`src/rtl/sc_pkg.sv`:
```
package sc_pkg;
  localparam int XLEN     = 32;
  localparam int RN_W     = 5;
  localparam int NUM_IRQ  = 8;
  localparam int CODE_W   = 5;
  localparam int CODE_LSB = 2;
  localparam int IRQ_LSB  = 8;
  localparam int ST_IE    = 0;
  localparam int ST_EXL   = 1;

  localparam logic [RN_W-1:0] RN_COUNT   = 5'd9;
  localparam logic [RN_W-1:0] RN_COMPARE = 5'd11;
  localparam logic [RN_W-1:0] RN_STATUS  = 5'd12;
  localparam logic [RN_W-1:0] RN_CAUSE   = 5'd13;
  localparam logic [RN_W-1:0] RN_EPC     = 5'd14;

  typedef struct packed {
    logic            we;
    logic [RN_W-1:0] rn;
    logic [XLEN-1:0] wd;
  } mtc_t;
endpackage

```
`src/rtl/sc_rst_sync.sv`:
```
module sc_rst_sync #(
  parameter int STAGES = 2
) (
  input  logic clk,
  input  logic rst_n,
  output logic rst_sync_n
);
  logic [STAGES-1:0] sync_q;

  always_ff @(posedge clk or negedge rst_n) begin
    if (!rst_n) sync_q <= '0;
    else        sync_q <= {sync_q[STAGES-2:0], 1'b1};
  end

  assign rst_sync_n = sync_q[STAGES-1];
endmodule

```
`src/rtl/sc_timer.sv`:
```
module sc_timer
  import sc_pkg::*;
#(
  parameter int PRESCALE = 4
) (
  input  logic            clk,
  input  logic            rst_n,
  input  mtc_t            mt,
  output logic [XLEN-1:0] count_o,
  output logic [XLEN-1:0] compare_o,
  output logic            tip_o
);
  localparam int PW = (PRESCALE > 1) ? $clog2(PRESCALE) : 1;
  localparam logic [PW-1:0] PRE_LAST = PW'(PRESCALE - 1);

  logic [PW-1:0]   pre_q, pre_d;
  logic [XLEN-1:0] count_q, count_d, compare_q, cnt_inc;
  logic            tip_q, tip_d;
  logic            tick, wr_cnt, wr_cmp, count_en;

  // next state
  always_comb begin
    tick     = (pre_q == PRE_LAST);
    pre_d    = tick ? '0 : pre_q + 1'b1;
    wr_cnt   = mt.we && (mt.rn == RN_COUNT);
    wr_cmp   = mt.we && (mt.rn == RN_COMPARE);
    cnt_inc  = count_q + 1'b1;
    count_en = wr_cnt || tick;
    count_d  = wr_cnt ? mt.wd : cnt_inc;
    if (wr_cmp)
      tip_d = 1'b0;
    else if (tick && !wr_cnt && (cnt_inc == compare_q))
      tip_d = 1'b1;
    else
      tip_d = tip_q;
  end

  // registers
  always_ff @(posedge clk or negedge rst_n) begin
    if (!rst_n) begin
      pre_q     <= '0;
      count_q   <= '0;
      compare_q <= '0;
      tip_q     <= 1'b0;
    end else begin
      pre_q <= pre_d;
      tip_q <= tip_d;
      if (count_en) count_q   <= count_d;
      if (wr_cmp)   compare_q <= mt.wd;
    end
  end

  assign count_o   = count_q;
  assign compare_o = compare_q;
  assign tip_o     = tip_q;

  assert_cmp_clear_R10: assert property (@(posedge clk) disable iff (!rst_n)
    (mt.we && mt.rn == RN_COMPARE) |=> !tip_o);
  assert_cnt_hold_R9: assert property (@(posedge clk) disable iff (!rst_n)
    (!tick && !wr_cnt) |=> $stable(count_o));
  assert_load_no_set_R10: assert property (@(posedge clk) disable iff (!rst_n)
    (wr_cnt && !tip_o) |=> !tip_o);
endmodule

```
`src/rtl/sc_irq_eval.sv`:
```
module sc_irq_eval
  import sc_pkg::*;
#(
  parameter int TIMER_LINE = 5
) (
  input  logic               clk,
  input  logic               rst_n,
  input  logic [NUM_IRQ-1:0] irq_i,
  input  logic               tip_i,
  input  logic               ie_i,
  input  logic               exl_i,
  input  logic [NUM_IRQ-1:0] im_i,
  input  logic               exc_req_i,
  output logic [NUM_IRQ-1:0] pend_o,
  output logic               take_o
);
  logic [NUM_IRQ-1:0] ip_q;
  logic               int_req;

  always_ff @(posedge clk or negedge rst_n) begin
    if (!rst_n) ip_q <= '0;
    else        ip_q <= irq_i;
  end

  for (genvar g = 0; g < NUM_IRQ; g++) begin : g_line
    if (g == TIMER_LINE) begin : g_tmr
      assign pend_o[g] = ip_q[g] | tip_i;
    end else begin : g_ext
      assign pend_o[g] = ip_q[g];
    end
  end

  always_comb begin
    int_req = ie_i && !exl_i && (|(pend_o & im_i));
    take_o  = exc_req_i || int_req;
  end

  assert_tmr_visible_R3: assert property (@(posedge clk) disable iff (!rst_n)
    tip_i |-> pend_o[TIMER_LINE]);
  assert_block_exl_R4: assert property (@(posedge clk) disable iff (!rst_n)
    (exl_i && !exc_req_i) |-> !take_o);
endmodule

```
`src/rtl/sc_regs.sv`:
```
module sc_regs
  import sc_pkg::*;
(
  input  logic               clk,
  input  logic               rst_n,
  input  logic               take_i,
  input  logic               exc_req_i,
  input  logic [CODE_W-1:0]  exc_code_i,
  input  logic [XLEN-1:0]    exc_pc_i,
  input  mtc_t               mt,
  input  logic               eret_i,
  output logic               ie_o,
  output logic               exl_o,
  output logic [NUM_IRQ-1:0] im_o,
  output logic [CODE_W-1:0]  code_o,
  output logic [XLEN-1:0]    epc_o
);
  logic               ie_q, ie_d, exl_q, exl_d;
  logic [NUM_IRQ-1:0] im_q, im_d;
  logic [CODE_W-1:0]  code_q, code_d;
  logic [XLEN-1:0]    epc_q, epc_d;
  logic               wr_st, wr_ca, wr_epc, code_en, epc_en;

  // next state
  always_comb begin
    wr_st   = mt.we && (mt.rn == RN_STATUS) && !take_i;
    wr_ca   = mt.we && (mt.rn == RN_CAUSE)  && !take_i;
    wr_epc  = mt.we && (mt.rn == RN_EPC)    && !take_i;
    ie_d    = wr_st ? mt.wd[ST_IE] : ie_q;
    im_d    = wr_st ? mt.wd[IRQ_LSB +: NUM_IRQ] : im_q;
    if (take_i)      exl_d = 1'b1;
    else if (wr_st)  exl_d = mt.wd[ST_EXL];
    else if (eret_i) exl_d = 1'b0;
    else             exl_d = exl_q;
    code_en = take_i || wr_ca;
    if (take_i) code_d = exc_req_i ? exc_code_i : '0;
    else        code_d = mt.wd[CODE_LSB +: CODE_W];
    epc_en  = take_i || wr_epc;
    epc_d   = take_i ? exc_pc_i : mt.wd;
  end

  // registers
  always_ff @(posedge clk or negedge rst_n) begin
    if (!rst_n) begin
      ie_q   <= 1'b0;
      exl_q  <= 1'b0;
      im_q   <= '0;
      code_q <= '0;
      epc_q  <= '0;
    end else begin
      ie_q  <= ie_d;
      exl_q <= exl_d;
      im_q  <= im_d;
      if (code_en) code_q <= code_d;
      if (epc_en)  epc_q  <= epc_d;
    end
  end

  assign ie_o   = ie_q;
  assign exl_o  = exl_q;
  assign im_o   = im_q;
  assign code_o = code_q;
  assign epc_o  = epc_q;

  assert_entry_exl_R6: assert property (@(posedge clk) disable iff (!rst_n)
    take_i |=> exl_o);
  assert_entry_epc_R6: assert property (@(posedge clk) disable iff (!rst_n)
    take_i |=> (epc_o == $past(exc_pc_i)));
  assert_int_code_R6: assert property (@(posedge clk) disable iff (!rst_n)
    (take_i && !exc_req_i) |=> (code_o == '0));
  assert_eret_R8: assert property (@(posedge clk) disable iff (!rst_n)
    (eret_i && !take_i && !(mt.we && mt.rn == RN_STATUS)) |=> !exl_o);
endmodule

```
`src/rtl/sysctl_cop.sv`:
```
module sysctl_cop
  import sc_pkg::*;
#(
  parameter int          PRESCALE   = 4,
  parameter int          TIMER_LINE = 5,
  parameter logic [31:0] VECTOR     = 32'h8000_0180
) (
  input  logic        clk,
  input  logic        rst_n,
  input  logic        exc_req,
  input  logic [4:0]  exc_code,
  input  logic [31:0] exc_pc,
  input  logic [7:0]  irq_in,
  input  logic        mt_en,
  input  logic [4:0]  mt_reg,
  input  logic [31:0] mt_data,
  input  logic [4:0]  mf_reg,
  output logic [31:0] mf_data,
  input  logic        eret,
  output logic        take_exc,
  output logic [31:0] vec_addr,
  output logic [31:0] epc_out
);
  logic               rst_q;
  mtc_t               mt;
  logic [XLEN-1:0]    count, compare, epc, status_rd, cause_rd;
  logic               tip, ie, exl, take;
  logic [NUM_IRQ-1:0] im, pend;
  logic [CODE_W-1:0]  code;

  assign mt = '{we: mt_en, rn: mt_reg, wd: mt_data};

  sc_rst_sync #(.STAGES(2)) u_rst (
    .clk(clk), .rst_n(rst_n), .rst_sync_n(rst_q)
  );

  sc_timer #(.PRESCALE(PRESCALE)) u_tmr (
    .clk(clk), .rst_n(rst_q), .mt(mt),
    .count_o(count), .compare_o(compare), .tip_o(tip)
  );

  sc_irq_eval #(.TIMER_LINE(TIMER_LINE)) u_irq (
    .clk(clk), .rst_n(rst_q), .irq_i(irq_in), .tip_i(tip),
    .ie_i(ie), .exl_i(exl), .im_i(im), .exc_req_i(exc_req),
    .pend_o(pend), .take_o(take)
  );

  sc_regs u_regs (
    .clk(clk), .rst_n(rst_q), .take_i(take), .exc_req_i(exc_req),
    .exc_code_i(exc_code), .exc_pc_i(exc_pc), .mt(mt), .eret_i(eret),
    .ie_o(ie), .exl_o(exl), .im_o(im), .code_o(code), .epc_o(epc)
  );

  // read path
  always_comb begin
    status_rd = '0;
    status_rd[ST_IE]  = ie;
    status_rd[ST_EXL] = exl;
    status_rd[IRQ_LSB +: NUM_IRQ] = im;
    cause_rd = '0;
    cause_rd[CODE_LSB +: CODE_W]  = code;
    cause_rd[IRQ_LSB +: NUM_IRQ]  = pend;
    case (mf_reg)
      RN_COUNT:   mf_data = count;
      RN_COMPARE: mf_data = compare;
      RN_STATUS:  mf_data = status_rd;
      RN_CAUSE:   mf_data = cause_rd;
      RN_EPC:     mf_data = epc;
      default:    mf_data = '0;
    endcase
  end

  assign take_exc = take;
  assign vec_addr = VECTOR;
  assign epc_out  = epc;

  assert_take_sync_R5: assert property (@(posedge clk) disable iff (!rst_q)
    exc_req |-> take_exc);
  assert_take_gate_R4: assert property (@(posedge clk) disable iff (!rst_q)
    (!exc_req && !ie) |-> !take_exc);
endmodule

```
`config.mk`:
```
export PLATFORM = sky130hd
export DESIGN_NAME = sysctl_cop
export DESIGN_NICKNAME = d
export VERILOG_FILES = /design/src/rtl/sc_pkg.sv /design/src/rtl/sc_rst_sync.sv /design/src/rtl/sc_timer.sv /design/src/rtl/sc_irq_eval.sv /design/src/rtl/sc_regs.sv /design/src/rtl/sysctl_cop.sv
export SDC_FILE = /design/constraint.sdc
export NUM_CORES = 1
export LEC_CHECK = 0
export BUFFER_PORTS_ARGS = -buffer_cell sky130_fd_sc_hd__buf_2
export CORE_MARGIN = 8
export CORE_UTILIZATION = 23
export CTS_CLUSTER_SIZE = 8
export DETAILED_ROUTE_END_ITERATION = 8
export SETUP_SLACK_MARGIN = 0.15
export SYNTH_ARGS = -nofsm -noshare
export SYNTH_HDL_FRONTEND = slang
export SYNTH_SLANG_ARGS = --single-unit
export TNS_END_PERCENT = 10
```
`constraint.sdc`:
```
create_clock -name clk -period 8.7 [get_ports clk]
set_input_delay 0.87 -clock clk [delete_from_list [all_inputs] [get_ports clk]]
set_output_delay 0.87 -clock clk [all_outputs]
set_load 0.01 [all_outputs]
```
==> impl_metrics.json <==
{
  "wl_per_cell_microns": 19.0,
  "tritoncts": "yes",
  "max_freq_ghz": 0.226,
  "worst_ir_drop_vdd_uv": 139,
  "arrival_ns": 3.56,
  "cellPowerDensity_mw_per_mm2": 228,
  "syn_inst": 780,
  "syn_area_per_cell_sq_um": 9.56,
  "ys_ff_latch": 124,
  "maxCapViolations": 0,
  "async_flop_share": 1.00,
  "first_pass_iters": 6,
  "die-area_sq_mm": 0.0384,
  "postCtsSetupRepairBufs": 0,
  "cts_made_buffers": 17,
  "multi_input_area_sq_mm": 0.00392,
  "worstSetupStartpointType": "input port",
  "dr_total_vias": 6211,
  "postCtsHoldBufs": 0,
  "die_w_microns": 196,
  "htree_levels": 4,
  "ff2ff_path_depth": 6,
  "drv_slew": 0,
  "required_ns": 7.83,
  "status": "finished clean",
  "p_leak_nw": 3.96,
  "grt_overflow": 0,
  "drt-total-wl_mm": 25.2,
  "vias_per_cell": 4.68,
  "cpPeakStageDelay_ns": 1.16,
  "hold_viol_final": 0,
  "core.rowCount": 66,
  "antenna_found_initial": 2,
  "fill_cells": 3436,
  "p_total_mw": 2.08,
  "grt_util_all_layers": 0.130,
  "setup_viol": 0,
  "area_growth_pct": 22.3,
  "clkSlewWorstSetupHoldPaths_ns": 0.06,
  "coreArea_sq_mm": 0.0322,
  "worst_slew_pin_slew_ns": 1.22,
  "worst-setup-path-type": "in -> out",
  "hold_class": "in -> async",
  "yosys_warnings": 0,
  "ant_nets": 0,
  "use_met1": 0.172,
  "clock_latency_ns": 0.43,
  "clkSinkCount": 124,
  "drt-initial-drc-count": 358,
  "maxSlewHeadroom": 0.182,
  "cp_max_fo": 19,
  "cp_cell_sequence": "buf_2, inv_1, nand3_1, nor2_2, a222oi_1, inv_1, buf_2",
  "synth_cell_types": 59,
  "ys.flop_type": "dfrtp_1",
  "port-buffer-count": 156,
  "cts_max_path_buffers": 2,
  "drc_errors": 0,
  "use_met3": 0.0341,
  "finalClockSkew_ns": 0.0131,
  "cts_root_buf": "clkbuf_16",
  "synth_area_sq_mm": 0.00746,
  "fin_setup_tns_ns": 0,
  "die_y_microns": 196,
  "rsz0062_at_grt": "false",
  "final_nets": 1001,
  "layout-drive-gt1-share": 0.276,
  "min_period_ns": 4.43,
  "period_share": 0.509,
  "busiest_layer": "met2",
  "synth-edff-count": 0,
  "register_area_sq_mm": 0.00311,
  "diodes": 0,
  "grt_util_met2": 0.206,
  "endpoint_kind": "output port",
  "pin_count": 189,
  "slowest_stage": "nor2_2",
  "postCtsResizedCells": 0,
  "synth_seq_area_share": 0.416,
  "dp_hpwl_mm": 18.7,
  "grt_max_degree": 74,
  "grt_pass1_vias": 6227,
  "place.gp.congestion": 0.815,
  "grt_pass1_wl_mm": 38.4,
  "start_util": 0.232
}
==> where the power goes <==
| group | leakage (nW) | internal, mW | switching [mW] |
|---|---|---|---|
| logic | 2.16 | 0.210 | 0.225 |
| registers | 1.49 | 0.673 | 0.173 |
| clock network | 0.314 | 0.497 | 0.305 |
==> worst max-delay path: cells and delay by family <==
kind | cells | cell delay, ns
buffers and inverters | 4 | 0.62
AOI/OAI and AO/OA | 1 | 0.34
and+or+nand+nor | 2 | 1.71
==> cell families (layout without fill, tap and decap cells) <==
| family | after synthesis | after routing | synth area share |
|---|---|---|---|
| simple gates | 216 | 216 | 0.145 |
| mux | 100 | 100 | 0.142 |
| xor+xnor | 77 | 77 | 0.0904 |
| flops | 124 | 124 | 0.416 |
| compound gates | 146 | 146 | 0.123 |
| fa+ha+maj | 2 | 2 | 0.00336 |
| buf+inv | 113 | 222 | 0.0789 |
| other cells | 2 | 33 | 0.00101 |
==> stage by stage <==
stage	cells	hold slack (ns)	instance area (sq um)	utilization	setup WS [ns]
after floorplan	811	0.331	7570	-	4.99
after global placement	1296	0.339	8470	0.263	4.29
after detailed placement	1296	0.336	8470	0.263	4.25
after CTS	1328	0.188	9120	0.283	4.23
after global routing	1328	0.191	9120	0.283	4.10
final	1328	0.217	9120	0.283	4.27
==> path summary, 6_finish.rpt <==
path                                  from              end  slack [ns]
max                              mf_reg[1]       mf_data[7]        4.27
min                                  rst_n  u_rst.sync_q[1]        0.22
max reg2reg                 u_tmr.pre_q[0]      u_tmr.tip_o        5.57
min reg2reg                u_rst.sync_q[0]  u_rst.sync_q[1]        0.35
max in group asynchronous  u_rst.sync_q[1]  u_regs.epc_o[5]        6.88
min in group clk           u_rst.sync_q[0]  u_rst.sync_q[1]        0.35
==> cell usage after synthesis, types with 27 or more instances <==
cell type / instances / share of area
nand3_1: 27 / 0.018
xor2_1: 34 / 0.040
buf_4: 34 / 0.034
nand2_1: 60 / 0.030
dfrtp_1: 124 / 0.42
a21oi_1: 43 / 0.029
clkbuf_1: 33 / 0.017
mux2_2: 44 / 0.066
mux2i_1: 56 / 0.075
xnor2_1: 43 / 0.051
nor2_1: 60 / 0.030
o21ai_0: 54 / 0.036
==> placed cells by master, fill, tap and decap left out, drive strengths merged, types with 2 or more instances in the layout <==
cell type | synthesis | final
o31ai | 2 | 2
a222oi | 18 | 18
nand3b | 2 | 2
or2 | 2 | 2
nand4 | 12 | 12
mux2 | 44 | 44
mux2i | 56 | 56
conb | 2 | 33
nor2 | 61 | 61
nand4b | 2 | 2
xnor2 | 43 | 43
nor4 | 9 | 9
and2 | 2 | 2
o2111ai | 2 | 2
and3 | 3 | 3
nor3b | 5 | 5
and4 | 6 | 6
nor3 | 16 | 16
nand3 | 28 | 28
nand2 | 61 | 61
a221o | 2 | 2
a21oi | 43 | 43
o21ai | 54 | 54
ha | 2 | 2
a31oi | 2 | 2
and3b | 2 | 2
dfrtp | 124 | 124
inv | 26 | 34
clkbuf | 34 | 19
a22oi | 11 | 11
bufinv | 0 | 4
buf | 53 | 164
or3 | 2 | 2
xor2 | 34 | 34
==> state kept, by name (all words and copies together), names as in the netlist <==
name	flops
u_irq.ip_q	8
u_regs.code_o	5
u_regs.epc_o	32
u_regs.exl_o	1
u_regs.ie_o	1
u_regs.im_o	8
u_rst.sync_q	2
u_tmr.compare_o	32
u_tmr.count_o	32
u_tmr.pre_q	2
u_tmr.tip_o	1
==> final cells by class <==
type | instances | share of cell area
multi-input combinational | 574 | 0.430
timing repair buffer | 164 | 0.0922
sequential | 124 | 0.341
tap | 408 | 0.0560
inverter | 26 | 0.0107
clock buffer | 19 | 0.0486
clock inverter | 13 | 0.0222
==> per-layer routing <==
metal	part of all wire	wire length, microns
met5	0.00099	25
met4	0.014	352
met3	0.064	1610
met2	0.46	11700
met1	0.46	11500
No activity file was read; power rests on OpenSTA's default activity.
